[src/rtl/sio_pkg.sv]
// Shared types for the serial shift interface.
package sio_pkg;
    typedef enum logic [1:0] {
        ST_IDLE = 2'd0,
        ST_WAIT = 2'd1,
        ST_XFER = 2'd2
    } sio_state_e;

    // Mode word layout: [3:2] ratio, [1] internal source, [0] pin enable.
    typedef struct packed {
        logic [1:0] ratio;
        logic       int_src;
        logic       pin_en;
    } sio_mode_t;
endpackage

[src/rtl/sio_mode_reg.sv]
// Mode word holder. A write lands in a pending stage and reaches the active
// copy one edge later, so it takes effect from the second cycle on.
// Assumes stop_enter and reset both clear the word to zero.
module sio_mode_reg
    import sio_pkg::*;
(
    input  logic      clk,
    input  logic      rst_n,
    input  logic      stop_enter,
    input  logic      wr,
    input  sio_mode_t wdata,
    output sio_mode_t active
);
    sio_mode_t pend_q;
    sio_mode_t act_q;
    logic      pend_vld_q;

    // Two-stage pipeline from write strobe to active mode.
    always_ff @(posedge clk) begin
        if (!rst_n || stop_enter) begin
            pend_q     <= '0;
            act_q      <= '0;
            pend_vld_q <= 1'b0;
        end else begin
            pend_vld_q <= wr;
            if (wr)         pend_q <= wdata;
            if (pend_vld_q) act_q  <= pend_q;
        end
    end

    assign active = act_q;

    // an isolated write does not alter the active mode at its own edge.
    assert_mode_delay_R3: assert property (@(posedge clk) disable iff (!rst_n)
        (wr && !$past(wr) && !stop_enter && !$past(stop_enter)) |=> $stable(act_q));
endmodule

[src/rtl/sio_clkgen.sv]
// Shift clock source. Divides the CPU clock by a power of two while the
// internal source is running, or synchronizes the external pin. It also
// produces one-cycle fall and rise pulses of the selected clock level.
// Assumes sck_in changes far slower than clk.
module sio_clkgen
    import sio_pkg::*;
#(
    parameter int PRE_BASE = 1,
    parameter int RATIO_W  = 2
) (
    input  logic      clk,
    input  logic      rst_n,
    input  logic      run,
    input  sio_mode_t mode,
    input  logic      sck_in,
    output logic      sck_int,
    output logic      sck_lvl,
    output logic      fall,
    output logic      rise
);
    localparam int MAX_SH = PRE_BASE + (1 << RATIO_W) - 1;
    localparam int CNT_W  = MAX_SH + 1;

    logic [CNT_W-1:0] div_q;
    logic [CNT_W-1:0] half_m1;
    logic             sck_int_q;
    logic             sync_q;
    logic             prev_q;
    logic             run_int;

    assign run_int = run && mode.int_src;
    assign half_m1 = CNT_W'((1 << (PRE_BASE + int'(mode.ratio))) - 1);

    // Internal divider: toggles the clock every half period, idles high.
    always_ff @(posedge clk) begin
        if (!rst_n || !run_int) begin
            div_q     <= '0;
            sck_int_q <= 1'b1;
        end else if (div_q == half_m1) begin
            div_q     <= '0;
            sck_int_q <= ~sck_int_q;
        end else begin
            div_q <= div_q + 1'b1;
        end
    end

    // External pin synchronizer and previous-level register for edge detect.
    always_ff @(posedge clk) begin
        if (!rst_n) begin
            sync_q <= 1'b1;
            prev_q <= 1'b1;
        end else begin
            sync_q <= sck_in;
            prev_q <= sck_lvl;
        end
    end

    assign sck_int = sck_int_q;
    assign sck_lvl = mode.int_src ? sck_int_q : (mode.pin_en ? sync_q : 1'b1);
    assign fall    = prev_q && !sck_lvl;
    assign rise    = !prev_q && sck_lvl;

    // the internal clock is high in any cycle after it was stopped.
    assert_clk_idle_high_R2: assert property (@(posedge clk) disable iff (!rst_n)
        !run_int |=> sck_int_q);
endmodule

[src/rtl/sio_shift_core.sv]
// Transfer control: idle/wait/transfer states, octal bit counter, shift
// register, serial output latch and sticky interrupt flag. Assumes fall and
// rise are single-cycle pulses of the selected shift clock.
module sio_shift_core
    import sio_pkg::*;
#(
    parameter int DATA_W = 8
) (
    input  logic              clk,
    input  logic              rst_n,
    input  logic              stop_enter,
    input  logic              mode_wr,
    input  logic              start_cmd,
    input  logic              dlo_wr,
    input  logic              dhi_wr,
    input  logic [DATA_W/2-1:0] wdata,
    input  logic              flag_clr,
    input  logic              sck_lvl,
    input  logic              fall,
    input  logic              rise,
    input  logic              si,
    output logic              run,
    output logic [DATA_W-1:0] sr,
    output logic              so,
    output logic              irq
);
    localparam int NIB_W = DATA_W / 2;
    localparam int CNT_W = $clog2(DATA_W);

    sio_state_e       state_q;
    logic [CNT_W-1:0] cnt_q;
    logic [DATA_W-1:0] sr_q;
    logic             so_q;
    logic             irq_q;
    logic             xfer;
    logic             first_low;
    logic             abort;
    logic             done;

    assign xfer      = (state_q == ST_XFER);
    assign first_low = xfer && (cnt_q == '0) && !sck_lvl;
    assign abort     = xfer && (mode_wr || start_cmd);
    assign done      = xfer && rise && !abort && (cnt_q == CNT_W'(DATA_W - 1));

    // State sequencing: mode write or stop re-initializes, start re-arms.
    always_ff @(posedge clk) begin
        if (!rst_n || stop_enter || mode_wr) begin
            state_q <= ST_IDLE;
        end else if (start_cmd) begin
            state_q <= ST_WAIT;
        end else begin
            case (state_q)
                ST_WAIT: if (sck_lvl) state_q <= ST_XFER;
                ST_XFER: if (done)    state_q <= ST_IDLE;
                default: state_q <= state_q;
            endcase
        end
    end

    // Octal bit counter: counts rising edges, cleared outside transfer.
    always_ff @(posedge clk) begin
        if (!rst_n || stop_enter || mode_wr || start_cmd || !xfer) begin
            cnt_q <= '0;
        end else if (rise) begin
            cnt_q <= cnt_q + 1'b1;
        end
    end

    // Shift register: shifts in on rise during transfer, nibble writes otherwise.
    always_ff @(posedge clk) begin
        if (!rst_n) begin
            sr_q <= '0;
        end else if (xfer) begin
            if (rise && !abort && !stop_enter) sr_q <= {si, sr_q[DATA_W-1:1]};
        end else begin
            if (dlo_wr) sr_q[NIB_W-1:0]      <= wdata;
            if (dhi_wr) sr_q[DATA_W-1:NIB_W] <= wdata;
        end
    end

    // Serial output latch: presents the next low bit on each falling edge.
    always_ff @(posedge clk) begin
        if (!rst_n) begin
            so_q <= 1'b1;
        end else if (xfer && fall && !abort && !stop_enter) begin
            so_q <= sr_q[0];
        end
    end

    // Sticky interrupt flag: set wins over clear.
    always_ff @(posedge clk) begin
        if (!rst_n) begin
            irq_q <= 1'b0;
        end else if (done || (abort && !first_low && !stop_enter)) begin
            irq_q <= 1'b1;
        end else if (flag_clr) begin
            irq_q <= 1'b0;
        end
    end

    assign run = xfer;
    assign sr  = sr_q;
    assign so  = so_q;
    assign irq = irq_q;

    // the bit counter is zero whenever no transfer is running.
    assert_cnt_idle_zero_R7: assert property (@(posedge clk) disable iff (!rst_n)
        (state_q != ST_XFER) |-> (cnt_q == '0));
    // an abort outside the first low phase raises the flag.
    assert_abort_flag_R7: assert property (@(posedge clk) disable iff (!rst_n)
        (abort && !first_low && !stop_enter) |=> irq_q);
    // an abort in the first low phase does not raise the flag.
    assert_first_low_noflag_R8: assert property (@(posedge clk) disable iff (!rst_n)
        (first_low && mode_wr && !irq_q) |=> !irq_q);
    // the flag only rises out of the transfer state.
    assert_flag_source_R10: assert property (@(posedge clk) disable iff (!rst_n)
        $rose(irq_q) |-> $past(state_q == ST_XFER));
    // outside transfer the data only changes through a nibble write.
    assert_sr_hold_R12: assert property (@(posedge clk) disable iff (!rst_n)
        (state_q != ST_XFER && !dlo_wr && !dhi_wr) |=> $stable(sr_q));
endmodule

[src/rtl/sio_shift_unit.sv]
// Top of the serial shift interface: mode word, shift clock source and
// transfer core. Assumes single-cycle CPU strobes and an 8-bit data path.
module sio_shift_unit
    import sio_pkg::*;
#(
    parameter int PRE_BASE = 1,
    parameter int DATA_W   = 8
) (
    input  logic       clk,
    input  logic       rst_n,
    input  logic       stop_enter,
    input  logic       mode_wr,
    input  logic [3:0] mode_wdata,
    input  logic       start_cmd,
    input  logic       dlo_wr,
    input  logic       dhi_wr,
    input  logic [3:0] data_wdata,
    output logic [3:0] data_lo,
    output logic [3:0] data_hi,
    input  logic       flag_clr,
    output logic       irq_flag,
    input  logic       sck_in,
    output logic       sck_out,
    output logic       sck_oe,
    output logic       so,
    input  logic       si
);
    sio_mode_t         mode_act;
    logic              run;
    logic              sck_lvl;
    logic              fall;
    logic              rise;
    logic [DATA_W-1:0] sr;

    sio_mode_reg u_mode (
        .clk        (clk),
        .rst_n      (rst_n),
        .stop_enter (stop_enter),
        .wr         (mode_wr),
        .wdata      (sio_mode_t'(mode_wdata)),
        .active     (mode_act)
    );

    sio_clkgen #(.PRE_BASE(PRE_BASE)) u_clk (
        .clk     (clk),
        .rst_n   (rst_n),
        .run     (run),
        .mode    (mode_act),
        .sck_in  (sck_in),
        .sck_int (sck_out),
        .sck_lvl (sck_lvl),
        .fall    (fall),
        .rise    (rise)
    );

    sio_shift_core #(.DATA_W(DATA_W)) u_core (
        .clk        (clk),
        .rst_n      (rst_n),
        .stop_enter (stop_enter),
        .mode_wr    (mode_wr),
        .start_cmd  (start_cmd),
        .dlo_wr     (dlo_wr),
        .dhi_wr     (dhi_wr),
        .wdata      (data_wdata),
        .flag_clr   (flag_clr),
        .sck_lvl    (sck_lvl),
        .fall       (fall),
        .rise       (rise),
        .si         (si),
        .run        (run),
        .sr         (sr),
        .so         (so),
        .irq        (irq_flag)
    );

    assign sck_oe  = mode_act.pin_en && mode_act.int_src;
    assign data_lo = sr[3:0];
    assign data_hi = sr[7:4];
endmodule

[config.mk]
export PLATFORM = sky130hd
export DESIGN_NAME = sio_shift_unit
export DESIGN_NICKNAME = d
export VERILOG_FILES = /design/src/rtl/sio_pkg.sv /design/src/rtl/sio_mode_reg.sv /design/src/rtl/sio_clkgen.sv /design/src/rtl/sio_shift_core.sv /design/src/rtl/sio_shift_unit.sv
export SDC_FILE = /design/constraint.sdc
export NUM_CORES = 1
export LEC_CHECK = 0
export BUFFER_PORTS_ARGS = -buffer_cell sky130_fd_sc_hd__buf_2
export CORE_UTILIZATION = 47
export CTS_BUF_LIST = sky130_fd_sc_hd__clkbuf_16
export DETAILED_ROUTE_END_ITERATION = 12
export PLACE_DENSITY = 0.72
export REMOVE_ABC_BUFFERS = 1
export SYNTH_ARGS = -nofsm -noshare
export SYNTH_HDL_FRONTEND = slang
export SYNTH_HIERARCHICAL = 1
export SYNTH_SLANG_ARGS = --single-unit
export TNS_END_PERCENT = 10
[constraint.sdc]
create_clock -name clk -period 1.6 [get_ports clk]
set_input_delay 0.08 -clock clk [delete_from_list [all_inputs] [get_ports clk]]
set_output_delay 0.08 -clock clk [all_outputs]
set_load 0.1 [all_outputs]
==> results.py <==
metrics = {
    "status": {
        "outcome": "finished clean",
    },
    "setup_path": {
        "crit_family": "simple AND/OR/NAND/NOR gates",
        "cp_max_fo": 4,
        "path_cells": "nor3b_2 > a21o_1 > nor2_1 > and4bb_4 > a21oi_4 > mux2i_1",
        "cp.required_ps": 1760,
        "end_kind": "flip-flop",
        "worst-setup-path-type": "flip-flop to flip-flop",
        "start_kind": "flip-flop",
        "worstPathBufferInverterCount": 0,
        "cp_slowest_stage_delay_ps": 320,
        "crit_path_top_delay_cell": "dfxtp_1",
        "arrival_ps": 1650,
    },
    "sta": {
        "max_clock_freq_mhz": 668.6,
        "post-route-period-util": 0.9348,
        "tightest_slew_ps": 499.3,
        "max_slew_margin": 0.6694,
        "setup_viol": 0,
        "holdWs_ps": 37.71,
        "fin_setup_tns_ps": 0,
        "period_needed_ps": 1496,
        "finalWorstSetupSlack_ps": 104.4,
        "finalClockSkew_ps": 3.831,
        "slew_violations": 0,
        "hold_violations": 0,
        "rsz0062_at_grt": "no",
    },
    "layout": {
        "drive_gt1_frac": 0.2759,
        "antenna_cells": 0,
        "final_cell_mix": "dfxtp_1 (32), buf_2 (29), nand2_1 (20)",
        "final_common_cell": "dfxtp_1",
        "finalInstanceArea_sq_um": 1976,
        "fill_cells": 279,
        "fin_util": 0.6316,
        "nNetsFinal": 227,
        "fin_cells": 247,
        "area_growth_pct": 23.55,
    },
    "routing": {
        "avgRoutedWirePerCell_microns": 12.80,
        "drc": 0,
        "wl_mm": 3.162,
        "via_per_inst": 5.113,
        "vias": 1263,
        "dr.first_iter.drc_count": 34,
        "postRouteAntennaNets": 0,
        "drt-pass1-iter-count": 4,
    },
    "clock_network": {
        "htree_levels": 2,
        "postCtsSetupBuffers": 0,
        "cts_tree": "done",
        "clock_path_buffers": 2,
        "cts_root_buf": "clkbuf_16",
        "clkTransAtPathRegs_ps": 50,
        "numCtsBuffers": 5,
        "clock-sinks": 32,
        "clk_latency_ps": 280,
    },
    "place": {
        "place.gp.congestion": 0.7833,
        "place_ws_ps": 86.53,
        "dp_cells": 238,
        "place_area_sq_um": 1793,
        "hpwl_mm": 2.251,
        "portBuffers": 29,
    },
    "power_and_ir_drop": {
        "power_mw": 2.118,
        "p_sw_mw": 0.5052,
        "p_clk_frac": 0.505,
        "p_int_mw": 1.613,
        "power_density_nw_per_um2": 1072,
        "pwr-share-seq": 0.393,
        "comb_power_share": 0.102,
        "peakVddDrop_v": 0.0008108,
        "switching_share": 0.2385,
        "power_leakage_nw": 0.8304,
    },
    "floorplan": {
        "core-area_sq_um": 3128,
        "die_h_microns": 60.33,
        "std_cell_rows": 20,
        "die_width_microns": 60.33,
        "die_area_sq_um": 3640,
        "ioPinCount": 30,
        "initial_core_util": 0.5112,
    },
    "global_route": {
        "grtUsageTotal": 0.1950,
        "overflow": 0,
        "grt_pass1_wl_mm": 5.126,
        "grt_max_degree": 21,
        "first_global_vias": 1190,
        "antenna_found_initial": 0,
    },
    "synthesis": {
        "yosys.cell_types.count": 36,
        "syn_area_per_cell_sq_um": 9.518,
        "ys_ff_latch": 32,
        "synth_edf_count": 0,
        "synthCells": 168,
        "ys.flop_type": "dfxtp_1",
        "async_reset_ff_frac": 0,
        "yosysWarnings": 6,
        "seq_area_frac_synth": 0.4006,
        "mappedNetlistArea_sq_um": 1599,
    },
    "worst_hold_path": {
        "hold_class": "input pin to flip-flop",
    },
    "job": {
        "maxCapViolations": 0,
    },
}
## cell type report
cell class / instances / area (sq um) / area share
clock inverter: 3 / 42.54 / 0.02153
inverter: 10 / 37.54 / 0.01900
sequential: 32 / 640.6 / 0.3243
tap: 44 / 55.05 / 0.02787
clock buffer: 5 / 125.1 / 0.06333
timing repair buffer: 34 / 185.2 / 0.09373
multi-input combinational: 119 / 889.6 / 0.4503
## cells in the mapped netlist, types with 2 or more instances
| cell type | number | share of area |
|---|---|---|
| nand2_1 | 20 | 0.047 |
| nor2_1 | 19 | 0.045 |
| nand4bb_1 | 2 | 0.014 |
| nand3_1 | 3 | 0.0094 |
| inv_1 | 10 | 0.023 |
| nor3b_1 | 2 | 0.0094 |
| xnor2_1 | 2 | 0.011 |
| and2_1 | 2 | 0.0078 |
| a21oi_1 | 3 | 0.0094 |
| o21ai_0 | 2 | 0.0063 |
| mux2_2 | 8 | 0.056 |
| nor3_1 | 3 | 0.0094 |
| nand2b_1 | 5 | 0.020 |
| a21oi_4 | 2 | 0.020 |
| nor2b_1 | 4 | 0.016 |
| mux2i_1 | 19 | 0.12 |
| buf_2 | 4 | 0.013 |
| xor2_1 | 2 | 0.011 |
| dfxtp_1 | 32 | 0.40 |
| ha_1 | 7 | 0.055 |
| nand3b_1 | 2 | 0.0094 |
## power by group through the flow
stage               Combinational (mW)  Clock [mW]  Sequential [mW]
CTS                              0.217        1.09            0.832
global route                     0.229        1.14            0.835
floorplan                       0.0642           0            0.938
finish                           0.216        1.07            0.833
detailed placement               0.214           0            0.849
global placement                 0.211           0            0.848
## path summary, 6_finish.rpt
check,startpoint,cells after the start,slack (ps),to
max reg2reg,u_mode/active[0]$_SDFFE_PP0P_,6,100,u_core/sr[0]$_SDFFE_PN0P_
min reg2reg,u_core/sr[2]$_SDFFE_PN0P_,2,470,u_core/sr[2]$_SDFFE_PN0P_
max,u_mode/active[0]$_SDFFE_PP0P_,6,100,u_core/sr[0]$_SDFFE_PN0P_
min,mode_wdata[0],3,40,u_mode/pend_q[0]$_SDFFE_PP0P_
## per-layer routing
| layer | wire [microns] | up-vias | global-route usage |
|---|---|---|---|
| met4 | 61 | 0 | 0.1229 |
| met3 | 148 | 9 | 0.05544 |
| met1 | 1469 | 591 | 0.2175 |
| met2 | 1482 | 28 | 0.3265 |
| met5 | 0 | - | 0 |
| li1 | - | 635 | - |
## repair_timing
action                     CTS  global route
setup endpoints to repair    0             5
hold buffers                 1             0
hold endpoints to repair     1             0
resized for setup            0             1
## sequential cells by signal, summed over array words and instances, names as in the netlist
register           count
u_clk/div_q            5
u_clk/prev_q           1
u_clk/sck_int          1
u_clk/sync_q           1
u_core/cnt_q           3
u_core/irq             1
u_core/so              1
u_core/sr              8
u_core/state_q         2
u_mode/active          4
u_mode/pend_q          4
u_mode/pend_vld_q      1
## tightest hold or removal path: stages
cell,delay [ps]
buf_2,70
mux2i_1,50
nor2_1,70
## logic make-up (layout without fill, tap and decap cells)
| group | Yosys count | in the layout | share of synthesized area |
|---|---|---|---|
| flip-flops | 32 | 32 | 0.4006 |
| buffers and inverters | 17 | 52 | 0.04617 |
| multiplexers | 27 | 27 | 0.1753 |
| AO/OA/AOI/OAI | 15 | 15 | 0.07982 |
| adder cells (fa/ha/maj) | 7 | 7 | 0.05477 |
| XOR/XNOR | 4 | 4 | 0.02191 |
| AND/OR/NAND/NOR | 66 | 66 | 0.2214 |
Power figures use the tool's default switching activity.
